$ cat src/rtl/sar_seq_pkg.sv
package sar_seq_pkg;
  typedef enum logic [1:0] {PH_IDLE, PH_SAMP, PH_CONV, PH_LOAD} phase_t;

  // sample length in conversion clocks for a given code
  function automatic int unsigned samp_len(input logic [2:0] code);
    return 2 * (int'(code) + 1);
  endfunction
endpackage

$ cat src/rtl/adc_trig_sel.sv
module adc_trig_sel #(
  parameter int NSRC  = 4,
  parameter int SEL_W = $clog2(NSRC)
) (
  input  logic             sw_start,
  input  logic [NSRC-2:0]  ext_trig,
  input  logic [SEL_W-1:0] sel,
  output logic             hit
);
  logic [NSRC-1:0] srcs;
  assign srcs = {ext_trig, sw_start};
  assign hit  = srcs[sel];
endmodule

$ cat src/rtl/adc_sar_reg.sv
module adc_sar_reg #(
  parameter int RES_W = 10
) (
  input  logic             clk,
  input  logic             rst_n,
  input  logic             clear,
  input  logic             step,
  input  logic             cmp_in,
  output logic [RES_W-1:0] trial,
  output logic [RES_W-1:0] decided,
  output logic             last
);
  logic [RES_W-1:0] kept, ptr;

  always_ff @(posedge clk or negedge rst_n) begin
    if (!rst_n) begin
      kept <= '0;
      ptr  <= '0;
    end else if (clear) begin
      kept <= '0;
      ptr  <= RES_W'(1) << (RES_W - 1);
    end else if (step) begin
      if (cmp_in) kept <= kept | ptr;
      ptr <= ptr >> 1;
    end
  end

  assign trial   = kept | ptr;
  assign decided = cmp_in ? (kept | ptr) : kept;
  assign last    = ptr[0];

  // exactly one trial bit is under test in each decision cycle
  a_r5_one_trial_bit: assert property (@(posedge clk) disable iff (!rst_n)
    step |-> $onehot(ptr));
  // the bit under test is never one already kept
  a_r5_trial_fresh: assert property (@(posedge clk) disable iff (!rst_n)
    step |-> ((kept & ptr) == '0));
endmodule

$ cat src/rtl/adc_result_reg.sv
module adc_result_reg #(
  parameter int RES_W = 10,
  parameter int OUT_W = 16
) (
  input  logic             clk,
  input  logic             rst_n,
  input  logic             load,
  input  logic             left,
  input  logic [RES_W-1:0] din,
  output logic [OUT_W-1:0] dout
);
  localparam int PAD = OUT_W - RES_W;

  function automatic logic [OUT_W-1:0] justify(input logic [RES_W-1:0] v, input logic hi);
    return OUT_W'(v) << (hi ? PAD : 0);
  endfunction

  always_ff @(posedge clk or negedge rst_n) begin
    if (!rst_n)    dout <= '0;
    else if (load) dout <= justify(din, left);
  end

  // either the top or the bottom pad field is always clear
  a_r6_pad_clear: assert property (@(posedge clk) disable iff (!rst_n)
    (dout[OUT_W-1:RES_W] == '0) || (dout[PAD-1:0] == '0));
  // the register moves only on a load
  a_r7_only_on_load: assert property (@(posedge clk) disable iff (!rst_n)
    !$stable(dout) |-> $past(load));
endmodule

$ cat src/rtl/sar_adc_seq.sv
module sar_adc_seq
  import sar_seq_pkg::*;
#(
  parameter int RES_W   = 10,
  parameter int OUT_W   = 16,
  parameter int CHAN_W  = 3,
  parameter int SCODE_W = 3,
  parameter int NSRC    = 4
) (
  input  logic                    clk,
  input  logic                    rst_n,
  input  logic                    en,
  input  logic [$clog2(NSRC)-1:0] trig_sel,
  input  logic                    sw_start,
  input  logic [NSRC-2:0]         ext_trig,
  input  logic [SCODE_W-1:0]      samp_code,
  input  logic [CHAN_W-1:0]       start_chan,
  input  logic                    left_just,
  input  logic                    cmp_in,
  output logic [RES_W-1:0]        dac_code,
  output logic                    sample_hold,
  output logic                    busy,
  output logic [CHAN_W-1:0]       cur_chan,
  output logic                    done,
  output logic [OUT_W-1:0]        result
);
  localparam int CNT_W = $clog2(2 * (1 << SCODE_W) + 1);

  phase_t            phase;
  logic [CNT_W-1:0]  cnt;
  logic              trig_hit, accept, sar_step, sar_last, res_load;
  logic [RES_W-1:0]  sar_decided;

  adc_trig_sel #(.NSRC(NSRC)) u_trig (
    .sw_start(sw_start), .ext_trig(ext_trig), .sel(trig_sel), .hit(trig_hit)
  );

  assign accept   = en && (phase == PH_IDLE) && trig_hit;
  assign sar_step = en && (phase == PH_CONV);
  assign res_load = sar_step && sar_last;

  always_ff @(posedge clk or negedge rst_n) begin
    if (!rst_n) begin
      phase    <= PH_IDLE;
      cnt      <= '0;
      cur_chan <= '0;
    end else if (!en) begin
      phase <= PH_IDLE;
    end else begin
      unique case (phase)
        PH_IDLE: if (trig_hit) begin
          phase    <= PH_SAMP;
          cnt      <= CNT_W'(samp_len(samp_code) - 1);
          cur_chan <= start_chan;
        end
        PH_SAMP: if (cnt == '0) phase <= PH_CONV;
                 else           cnt   <= cnt - 1'b1;
        PH_CONV: if (sar_last) phase <= PH_LOAD;
        PH_LOAD: phase <= PH_IDLE;
        default: phase <= PH_IDLE;
      endcase
    end
  end

  adc_sar_reg #(.RES_W(RES_W)) u_sar (
    .clk(clk), .rst_n(rst_n), .clear(accept), .step(sar_step), .cmp_in(cmp_in),
    .trial(dac_code), .decided(sar_decided), .last(sar_last)
  );

  adc_result_reg #(.RES_W(RES_W), .OUT_W(OUT_W)) u_res (
    .clk(clk), .rst_n(rst_n), .load(res_load), .left(left_just),
    .din(sar_decided), .dout(result)
  );

  assign busy        = (phase != PH_IDLE);
  assign sample_hold = (phase == PH_SAMP);
  assign done        = (phase == PH_LOAD);

  // enable low forces idle on the next edge
  a_r1_abort: assert property (@(posedge clk) disable iff (!rst_n)
    !en |=> !busy);
  // a start needs enable at the accepting edge
  a_r1_start_needs_en: assert property (@(posedge clk) disable iff (!rst_n)
    $rose(busy) |-> $past(en));
  // sampling happens only inside a conversion
  a_r4_hold_in_busy: assert property (@(posedge clk) disable iff (!rst_n)
    sample_hold |-> busy);
  // done is a single-cycle pulse
  a_r7_done_single: assert property (@(posedge clk) disable iff (!rst_n)
    done |=> !done);
  // busy ends right after the done cycle
  a_r3_end_after_done: assert property (@(posedge clk) disable iff (!rst_n)
    done |=> !busy);
  // channel held while busy
  a_r9_chan_hold: assert property (@(posedge clk) disable iff (!rst_n)
    (busy && $past(busy)) |-> $stable(cur_chan));
endmodule

$ cat config.mk
export PLATFORM = sky130hd
export DESIGN_NAME = sar_adc_seq
export DESIGN_NICKNAME = d
export VERILOG_FILES = /design/src/rtl/sar_seq_pkg.sv /design/src/rtl/adc_trig_sel.sv /design/src/rtl/adc_sar_reg.sv /design/src/rtl/adc_result_reg.sv /design/src/rtl/sar_adc_seq.sv
export SDC_FILE = /design/constraint.sdc
export NUM_CORES = 1
export LEC_CHECK = 0
export ABC_AREA = 0
export CORE_ASPECT_RATIO = 1.5
export CORE_MARGIN = 5
export CORE_UTILIZATION = 35
export DETAILED_ROUTE_END_ITERATION = 6
export DONT_BUFFER_PORTS = 1
export PLACE_DENSITY = 0.55
export SLEW_MARGIN = 10
export SYNTH_ARGS = -nofsm -noshare
export SYNTH_HDL_FRONTEND = slang
export SYNTH_SLANG_ARGS = --single-unit
$ cat constraint.sdc
create_clock -name clk -period 3.1 [get_ports clk]
set_input_delay 0.465 -clock clk [delete_from_list [all_inputs] [get_ports clk]]
set_output_delay 0.465 -clock clk [all_outputs]
set_load 0.02 [all_outputs]
# --- Word level (Yosys, flattened, before mapping) ---
# Cells that the tools add are included.
totals:
  inputBits: 17
  regBits: 46
  word_cells: 48
op_classes:
  n_lt_le_gt_ge: 1
  addsub: 3
  n_eq_ne: 8
  n_bitwise: 1
  n_reduce_logical: 12
  mux: 16
  shift: 1
op_table:
  columns: ["op", "n"]
  rows:
  - ["$mux W10", 5]
  - ["$shl A10 B32 Y16", 1]
  - ["$mux W5", 2]
  - ["$or A10 B10 Y10", 1]
  - ["$pmux W5 S2", 1]
  - ["$sub A5 B1 Y5 const B", 2]
  - ["$mux W2", 4]
  - ["$pmux W2 S4", 1]
  - ["$ne A3 B2 Y1 const B", 2]
  - ["$reduce_and A3 Y1", 2]
  - ["$reduce_bool A2 Y1", 3]
  - ["$logic_not A5 Y1", 1]
  - ["$add A3 B1 Y4 const B", 1]
  - ["$eq A2 B2 Y1 const B", 2]
  - ["$logic_and A1 B1 Y1", 4]
  - ["$ne A2 B2 Y1 const B", 2]
  - ["$reduce_and A4 Y1", 1]
  - ["$lt A2 B3 Y1 const B", 1]
  - ["$mux W3", 1]
  - ["$ne A3 B3 Y1 const B", 1]
  - ["$bmux W1 S2", 1]
  - ["$eq A2 B1 Y1 const B", 1]
  - ["$logic_not A2 Y1", 1]
  - ["$mux W1", 1]

# --- Depth between registers and ports, before layout ---
# Gate-level depths: netlist of the first run.
depth:
  depth_word: 5
  mapped_depth: 7
  depth_no_buf: 6

# --- By module ---
# A second synthesis of the first run with hierarchy kept.
unflattened:
  cells_unflattened: 229
  area_unflattened_um2: 2297.2
by_module_without_submodules:
  columns: ["module", "n_inst", "cells_each", "area_per_inst_um2"]
  rows:
  - ["adc_sar_reg", 1, 86, 908.4]
  - ["adc_result_reg", 1, 69, 701.9]
  - ["sar_adc_seq", 1, 73, 664.4]
  - ["adc_trig_sel", 1, 1, 22.5]

# --- Least setup slack after synthesis of the first run ---
# Ideal clock, no wire load.
synth_timing:
  path_kind: "register to register"
  start: "reg phase[1]"
  end: "reg cnt[1]"
  slack_ps: 1368
  setup_time_ps: 124
  stages_incl_launch_ff: 7
  path_buffers: 1
  arrival_time_ps: 1608
  t_required_ps: 2976
  path_cell_list: "dfrtp_1 > inv_1 > ha_1 > clkbuf_1 > a21oi_1 > nand2_1 > o31a_1"
synth_via:
  elab_chain_cells: 3
  word_cells_on_any_way: 7
synth_rtl:
  columns: ["item", "line_no", "source"]
  rows:
  - ["start, declared", "sar_adc_seq.sv:29", "phase_t phase;"]
  - ["start signal, assigned", "sar_adc_seq.sv:44", "phase <= PH_IDLE;"]
  - ["start signal, assigned", "sar_adc_seq.sv:48", "phase <= PH_IDLE;"]
  - ["start signal, assigned", "sar_adc_seq.sv:52", "phase <= PH_SAMP;"]
  - ["$eq A2 B1 Y1 *", null, null]
  - ["named net sample_hold", "sar_adc_seq.sv:21", "output logic sample_hold,"]
  - ["$ne A2 B2 Y1 (no source line) / $reduce_bool A2 Y1 (equally long branches)", null, null]
  - ["$reduce_and A4 Y1 (no source line)", null, null]
  - ["end signal, assigned", "sar_adc_seq.sv:53", "cnt <= CNT_W'(samp_len(samp_code) - 1);"]
  - ["end signal, assigned", "sar_adc_seq.sv:57", "else cnt <= cnt - 1'b1;"]
  - ["end, declared", "sar_adc_seq.sv:30", "logic [CNT_W-1:0] cnt;"]
# The timed path passes the listed nets; every way through them passes the cells marked *.
# A chain may end at the register's enable or synchronous reset.

# --- Worst setup path after layout of the first run ---
# Same ends and word-level chain as after synthesis.

==> flow_summary.yaml, run 1 <==
finish:
  finish.instance_area_mm2: 0.00243
  final_core_util_pct: 39.1
  areaGrowthSynthToFinish_pct: 7.82
  antenna_cells: 0
  final_cell_mix: "dfrtp_1 (46), a21oi_1 (23), nor2_1 (21)"
  fillers: 634
  layout_commonest_cell: "dfrtp_1"
  fin_cells: 290
  final_net_count: 238
  drive_above_1_share_pct: 13.4
clock_tree:
  cts_made_buffers: 5
  cts_sinks: 46
  clk_pin_slew_worst_paths_ns: 0.09
  cts_tree: "built"
  root_buffer: "clkbuf_8"
  cts_buffer_depth: 2
  cts_max_level: 2
  post-cts-setup-buffers: 0
  cts-resized-gates: 0
  insertion_delay_ns: 0.30
power:
  pwr_density_cell_mw_per_mm2: 667
  p_total_mw: 1.62
  vdd_drop_max_uv: 409
  power_leakage_nw: 1.12
routing:
  drtAntennaViolNets: 0
  dr.pass1.iters: 4
  via_count: 1609
  wl_per_cell_um: 16.9
  drc: 0
  drt_iter0_markers: 70
  viasPerCell: 5.55
  routed_wl_um: 4900
synth:
  syn-num-nets: 239
  ys_warn_count: 0
  synthCells: 216
  syn_avg_cell_area_um2: 10.4
  ys_seq_area_share_pct: 51.0
  synth_cell_types: 40
  synth-seq-cells: 46
  syn_area_mm2: 0.00226
run_status:
  status: "finished, final reports clean"
timing:
  fin_setup_tns_ns: 0
  finalCritPeriodShare_pct: 66.7
  finalHoldViolations: 0
  slew_violations: 0
  holdWs_ns: 0.250
  min_period_ns: 2.07
  setup_viol: 0
  worstMarginPinSlew_ns: 0.668
  max_slew_margin_pct: 55.5
  max_freq_mhz: 484
  fin_skew_ns: 0.00266
  fin_ws_ns: 1.03
  rsz0062_at_grt: "no"
placement:
  routabilityCongestion: 0.787
  dp_slack_ns: 1.06
  port_buffers: 0
  dp_hpwl_um: 3510
  post-place-cells: 280
  placed_area_mm2: 0.00230
die:
  io_pins: 49
  die_area_mm2: 0.00818
  rows: 35
  start_util_pct: 36.3
  coreArea_mm2: 0.00622
  die_w_um: 75.6
  die_h_um: 108
setup_path:
  endpoint_kind: "register"
  cp.required_ns: 3.29
  slowest_stage: "ha_1"
  worst-path-max-fanout: 12
  max_stage_delay_ns: 0.51
  cp.arrival_ns: 2.26
  path_buf_inv: 1
  path_cells: "inv_1 > ha_1 > o21ai_0 > a21oi_1 > nand2_1 > o31a_1"
  regToRegStartpoint: "phase[1]"
  path_class: "reg -> reg"
  crit_start: "phase[1]"
  crit_family: "compound AO/OA/AOI/OAI gates"
  worstSetupStartpointType: "register"
global_routing:
  antenna_found_initial: 0
  grt_pass1_vias: 1601
  grt_max_degree: 47
  grt_usage_pct: 12.4
  overflow: 0
  grt_pass1_wl_um: 7810
job:
  maxCapViolCount: 0
min_path:
  worstHoldStart: "left_just"
  hold_class: "in -> reg"
## layer usage
layer  vias to the layer above  part of all wire, %  global-route usage, %
li1                        778                    -                      -
met1                       771                   39                   14.1
met2                        53                   52                   21.8
met3                         7                  7.5                   3.81
met4                         0                  1.4                   3.88
met5                         -                    0                      0
## flip-flops by register name, summed over array words and instances (netlist names)
register    count
u_sar.ptr      10
u_sar.kept     10
u_res.dout     16
phase           2
cur_chan        3
cnt             5
## final timing paths
path	slack, ns	endpoint	cells past startpoint
max in group asynchronous	2.22	cur_chan[2]	2
min in group asynchronous	0.66	u_res.dout[2]	2
worst max-delay path	1.03	cnt[1]	6
worst max register to register	1.03	cnt[1]	6
worst min register to register	0.51	cnt[4]	1
worst min-delay path	0.25	u_res.dout[3]	1
## cell type report
| class | count | area (um^2) | area share [%] |
|---|---|---|---|
| well taps | 74 | 92.6 | 3.81 |
| flip-flops and latches | 46 | 1150 | 47.3 |
| clock inverters | 3 | 21.3 | 0.874 |
| clock buffers | 5 | 68.8 | 2.83 |
| multi-input cells | 152 | 1030 | 42.2 |
| inverters | 7 | 26.3 | 1.08 |
| repair buffers | 3 | 45.0 | 1.85 |
## timing repair
item                                   4_1_cts  5_1_grt
endpoints found under the hold margin       46        4
setup endpoints to repair                    0        0
hold buffers                                 1        1
## Yosys cell counts
| master | number | area (um^2) |
|---|---|---|
| inv_1 | 7 | 26.3 |
| a21o_1 | 2 | 15.0 |
| clkbuf_1 | 6 | 22.5 |
| ha_1 | 6 | 75.1 |
| buf_6 | 1 | 11.3 |
| o21ai_0 | 6 | 30.0 |
| xor2_1 | 1 | 8.76 |
| buf_1 | 2 | 7.51 |
| nor2_1 | 21 | 78.8 |
| a21oi_4 | 1 | 16.3 |
| a31oi_1 | 3 | 18.8 |
| o22ai_1 | 3 | 18.8 |
| nor2b_1 | 6 | 37.5 |
| dfrtp_1 | 46 | 1150 |
| nor4b_1 | 1 | 8.76 |
| mux2_2 | 5 | 56.3 |
| a2bb2oi_2 | 1 | 15.0 |
| nand3_1 | 2 | 10.0 |
| buf_2 | 2 | 10.0 |
| a221oi_1 | 3 | 26.3 |
| or2_2 | 10 | 62.6 |
| nand2b_1 | 1 | 6.26 |
| o211a_1 | 1 | 10.0 |
| mux2i_1 | 2 | 20.0 |
| o21a_1 | 1 | 7.51 |
| a22o_1 | 15 | 131 |
| o31ai_1 | 6 | 45.0 |
| and3_1 | 2 | 12.5 |
| a32o_1 | 1 | 10.0 |
| nand2_1 | 15 | 56.3 |
| mux4_2 | 1 | 22.5 |
| nor3_1 | 1 | 5.00 |
| o31a_1 | 2 | 17.5 |
| nand4_1 | 1 | 6.26 |
| a21oi_1 | 23 | 115 |
| and3_4 | 1 | 11.3 |
| a21boi_0 | 1 | 7.51 |
| mux2_1 | 3 | 33.8 |
| nor3b_1 | 3 | 22.5 |
| o22a_1 | 1 | 8.76 |
## report_power, final
group / total (mW) / switching, mW / internal (mW)
combinational: 0.465 / 0.276 / 0.189
clock: 0.369 / 0.211 / 0.159
sequential: 0.788 / 0.108 / 0.680
total: 1.62 / 0.595 / 1.03
## cell families after synthesis
logic type	Yosys count	share of synthesized area (%)
fa+ha+maj	6	3.33
xor+xnor	1	0.388
buf+inv	18	3.44
compound gates	70	21.9
flops	46	51.0
simple gates	64	14.1
mux	11	5.88
No activity file was read; power rests on OpenSTA's default activity.
==> inputs of run 2 (changes only) <==
--- a/config.mk
+++ b/config.mk
@@ -11,7 +11,7 @@
 export CORE_UTILIZATION = 35
 export DETAILED_ROUTE_END_ITERATION = 6
 export DONT_BUFFER_PORTS = 1
-export PLACE_DENSITY = 0.55
+export PLACE_DENSITY = 0.57
 export SLEW_MARGIN = 10
 export SYNTH_ARGS = -nofsm -noshare
 export SYNTH_HDL_FRONTEND = slang
==> constraint.sdc (replaced) <==
create_clock -name clk -period 1.9 [get_ports clk]
set_input_delay 0.285 -clock clk [delete_from_list [all_inputs] [get_ports clk]]
set_output_delay 0.285 -clock clk [all_outputs]
set_load 0.02 [all_outputs]
==> run 2 against run 1 <==
First-iteration DRC count is 26% lower; clock skew rose by 0.0049 ns; critical endpoint is now u_sar.ptr[5]; largest cell class unchanged; critical path type unchanged; die area unchanged; fmax increased by 17%.
==> flow_summary.yaml, run 2 (synthesis gave the netlist of run 1 again) <==
finish:
  final_core_util_pct: 39.3
  top_register: "u_res.dout"
  antenna_cells: 0
  largest_reg_flops: 16
  largestRegisters: "u_res.dout x16, u_sar.kept x10, u_sar.ptr x10"
  final_net_count: 239
  layout_commonest_cell: "dfrtp_1"
  drive_above_1_share_pct: 14.8
  seqCellArea_mm2: 0.00115
  fin_cells: 290
  areaGrowthSynthToFinish_pct: 8.32
  final_cell_mix: "dfrtp_1 (46), a21oi_1 (22), nor2_1 (21)"
  multiInputGateArea_mm2: 0.00104
  fillers: 613
power:
  p_total_mw: 2.64
  pwr_density_cell_mw_per_mm2: 1080
  power_leakage_nw: 1.12
  vdd_drop_max_uv: 562
timing:
  fin_ws_ns: 0.137
  max_freq_mhz: 567
  fin_setup_tns_ns: 0
  finalCritPeriodShare_pct: 92.8
  worstMarginPinSlew_ns: 0.667
  setup_viol: 0
  slew_violations: 0
  finalHoldViolations: 0
  max_slew_margin_pct: 55.5
  min_period_ns: 1.76
  rsz0062_at_grt: "no"
  fin_skew_ns: 0.00755
clock_tree:
  clk_pin_slew_worst_paths_ns: 0.09
  cts_buffer_depth: 2
  insertion_delay_ns: 0.30
  post-cts-setup-buffers: 0
  cts_tree: "built"
  cts_made_buffers: 5
  cts_sinks: 46
  root_buffer: "clkbuf_8"
  cts_max_level: 2
setup_path:
  worstSetupStartpointType: "register"
  cp.required_ns: 2.13
  max_stage_delay_ns: 0.54
  r2r_slack_ns: 0.14
  path_buf_inv: 1
  worst-path-max-fanout: 9
  endpoint_kind: "register"
  path_cells: "inv_1 > ha_1 > nand2_1 > a21oi_1 > a22o_1"
  slowest_stage: "a21oi_1"
  r2r_cells: 5
  reg2reg_to: "u_sar.ptr[5]"
  crit_family: "compound AO/OA/AOI/OAI gates"
  path_depth: 5
  path_class: "reg -> reg"
  cp.arrival_ns: 1.99
  regToRegStartpoint: "phase[0]"
routing:
  wl_per_cell_um: 16.6
  routed_wl_um: 4820
  viasPerCell: 5.40
  drc: 0
  drtAntennaViolNets: 0
  dr.pass1.iters: 4
  drt_iter0_markers: 52
  via_count: 1567
global_routing:
  antenna_found_initial: 0
  grt_pass1_wl_um: 7870
  overflow: 0
  grt_usage_pct: 12.5
  grt_pass1_vias: 1632
  grt_max_degree: 47
min_path:
  worstHoldStart: "left_just"
  hold_class: "in -> reg"
  min_to: "u_res.dout[3]"
  holdPathStages: 1
placement:
  post-place-cells: 281
  dp_hpwl_um: 3410
  routabilityCongestion: 0.850
  port_buffers: 0
  dp_slack_ns: 0.0768
die:
  coreArea_mm2: 0.00622
  io_pins: 49
  rows: 35
  die_area_mm2: 0.00818
  die_h_um: 108
  start_util_pct: 36.3
  die_w_um: 75.6
job:
  maxCapViolCount: 0
run_status:
  status: "finished, final reports clean"
## run 2: cell count changes in the layout (fill, tap and decap cells not counted), sizes merged
| cell | change |
|---|---|
| buf | +1 |
| clkinvlp | -1 |
## run 2: metal layers
metal / vias to the layer above / GRT usage, % / part of all wire [%]
met1: 734 / 14.3 / 41
met2: 44 / 21.3 / 50
met3: 6 / 4.09 / 7.2
met4: 0 / 4.50 / 1.6
li1: 783 / - / -
met5: - / 0 / 0
## run 2: area by class of cell
| type | instances | share of cell area [%] |
|---|---|---|
| tap | 74 | 3.79 |
| clock buffer | 5 | 2.82 |
| timing repair buffer | 4 | 2.15 |
| inverter | 7 | 1.08 |
| clock inverter | 2 | 0.410 |
| sequential | 46 | 47.1 |
| multi-input combinational | 152 | 42.7 |
## run 2: timing repair
item / CTS / global route
hold buffers: 2 / 0
gates resized for setup: 0 / 3
setup endpoints to repair: 0 / 6
endpoints found under the hold margin: 46 / 0
## run 2: worst register-to-register path, delay by kind of cell (launching register included)
kind | cells | cell delay, ns
adder cells (fa/ha/maj) | 1 | 0.30
AND/OR/NAND/NOR | 1 | 0.11
flip-flops | 1 | 0.42
buffers and inverters | 1 | 0.10
AO/OA/AOI/OAI | 2 | 0.79
## run 2: how the worst max path moves through the flow
stage,from,end,slack [ns]
global placement,cnt[0],phase[1],0.05
global route,phase[0],phase[1],0.01
finish,phase[0],u_sar.ptr[5],0.14
detailed placement,phase[0],phase[1],0.08
floorplan,phase[1],cnt[1],0.17
CTS,phase[0],phase[1],0.06
## run 2: metrics by stage
step                cell area [um^2]  hold WS, ns
floorplan                       2260      -0.0106
global placement                2310     -0.00948
detailed placement              2310     -0.00947
CTS                             2430       0.0667
global route                    2440       0.0725
finish                          2440       0.0702
## run 2: report_power, final
group / leakage [nW] / switching (mW) / internal (mW)
Sequential: 0.616 / 0.183 / 1.11
Clock: 0.0438 / 0.316 / 0.247
Combinational: 0.464 / 0.459 / 0.326
Total: 1.12 / 0.958 / 1.68
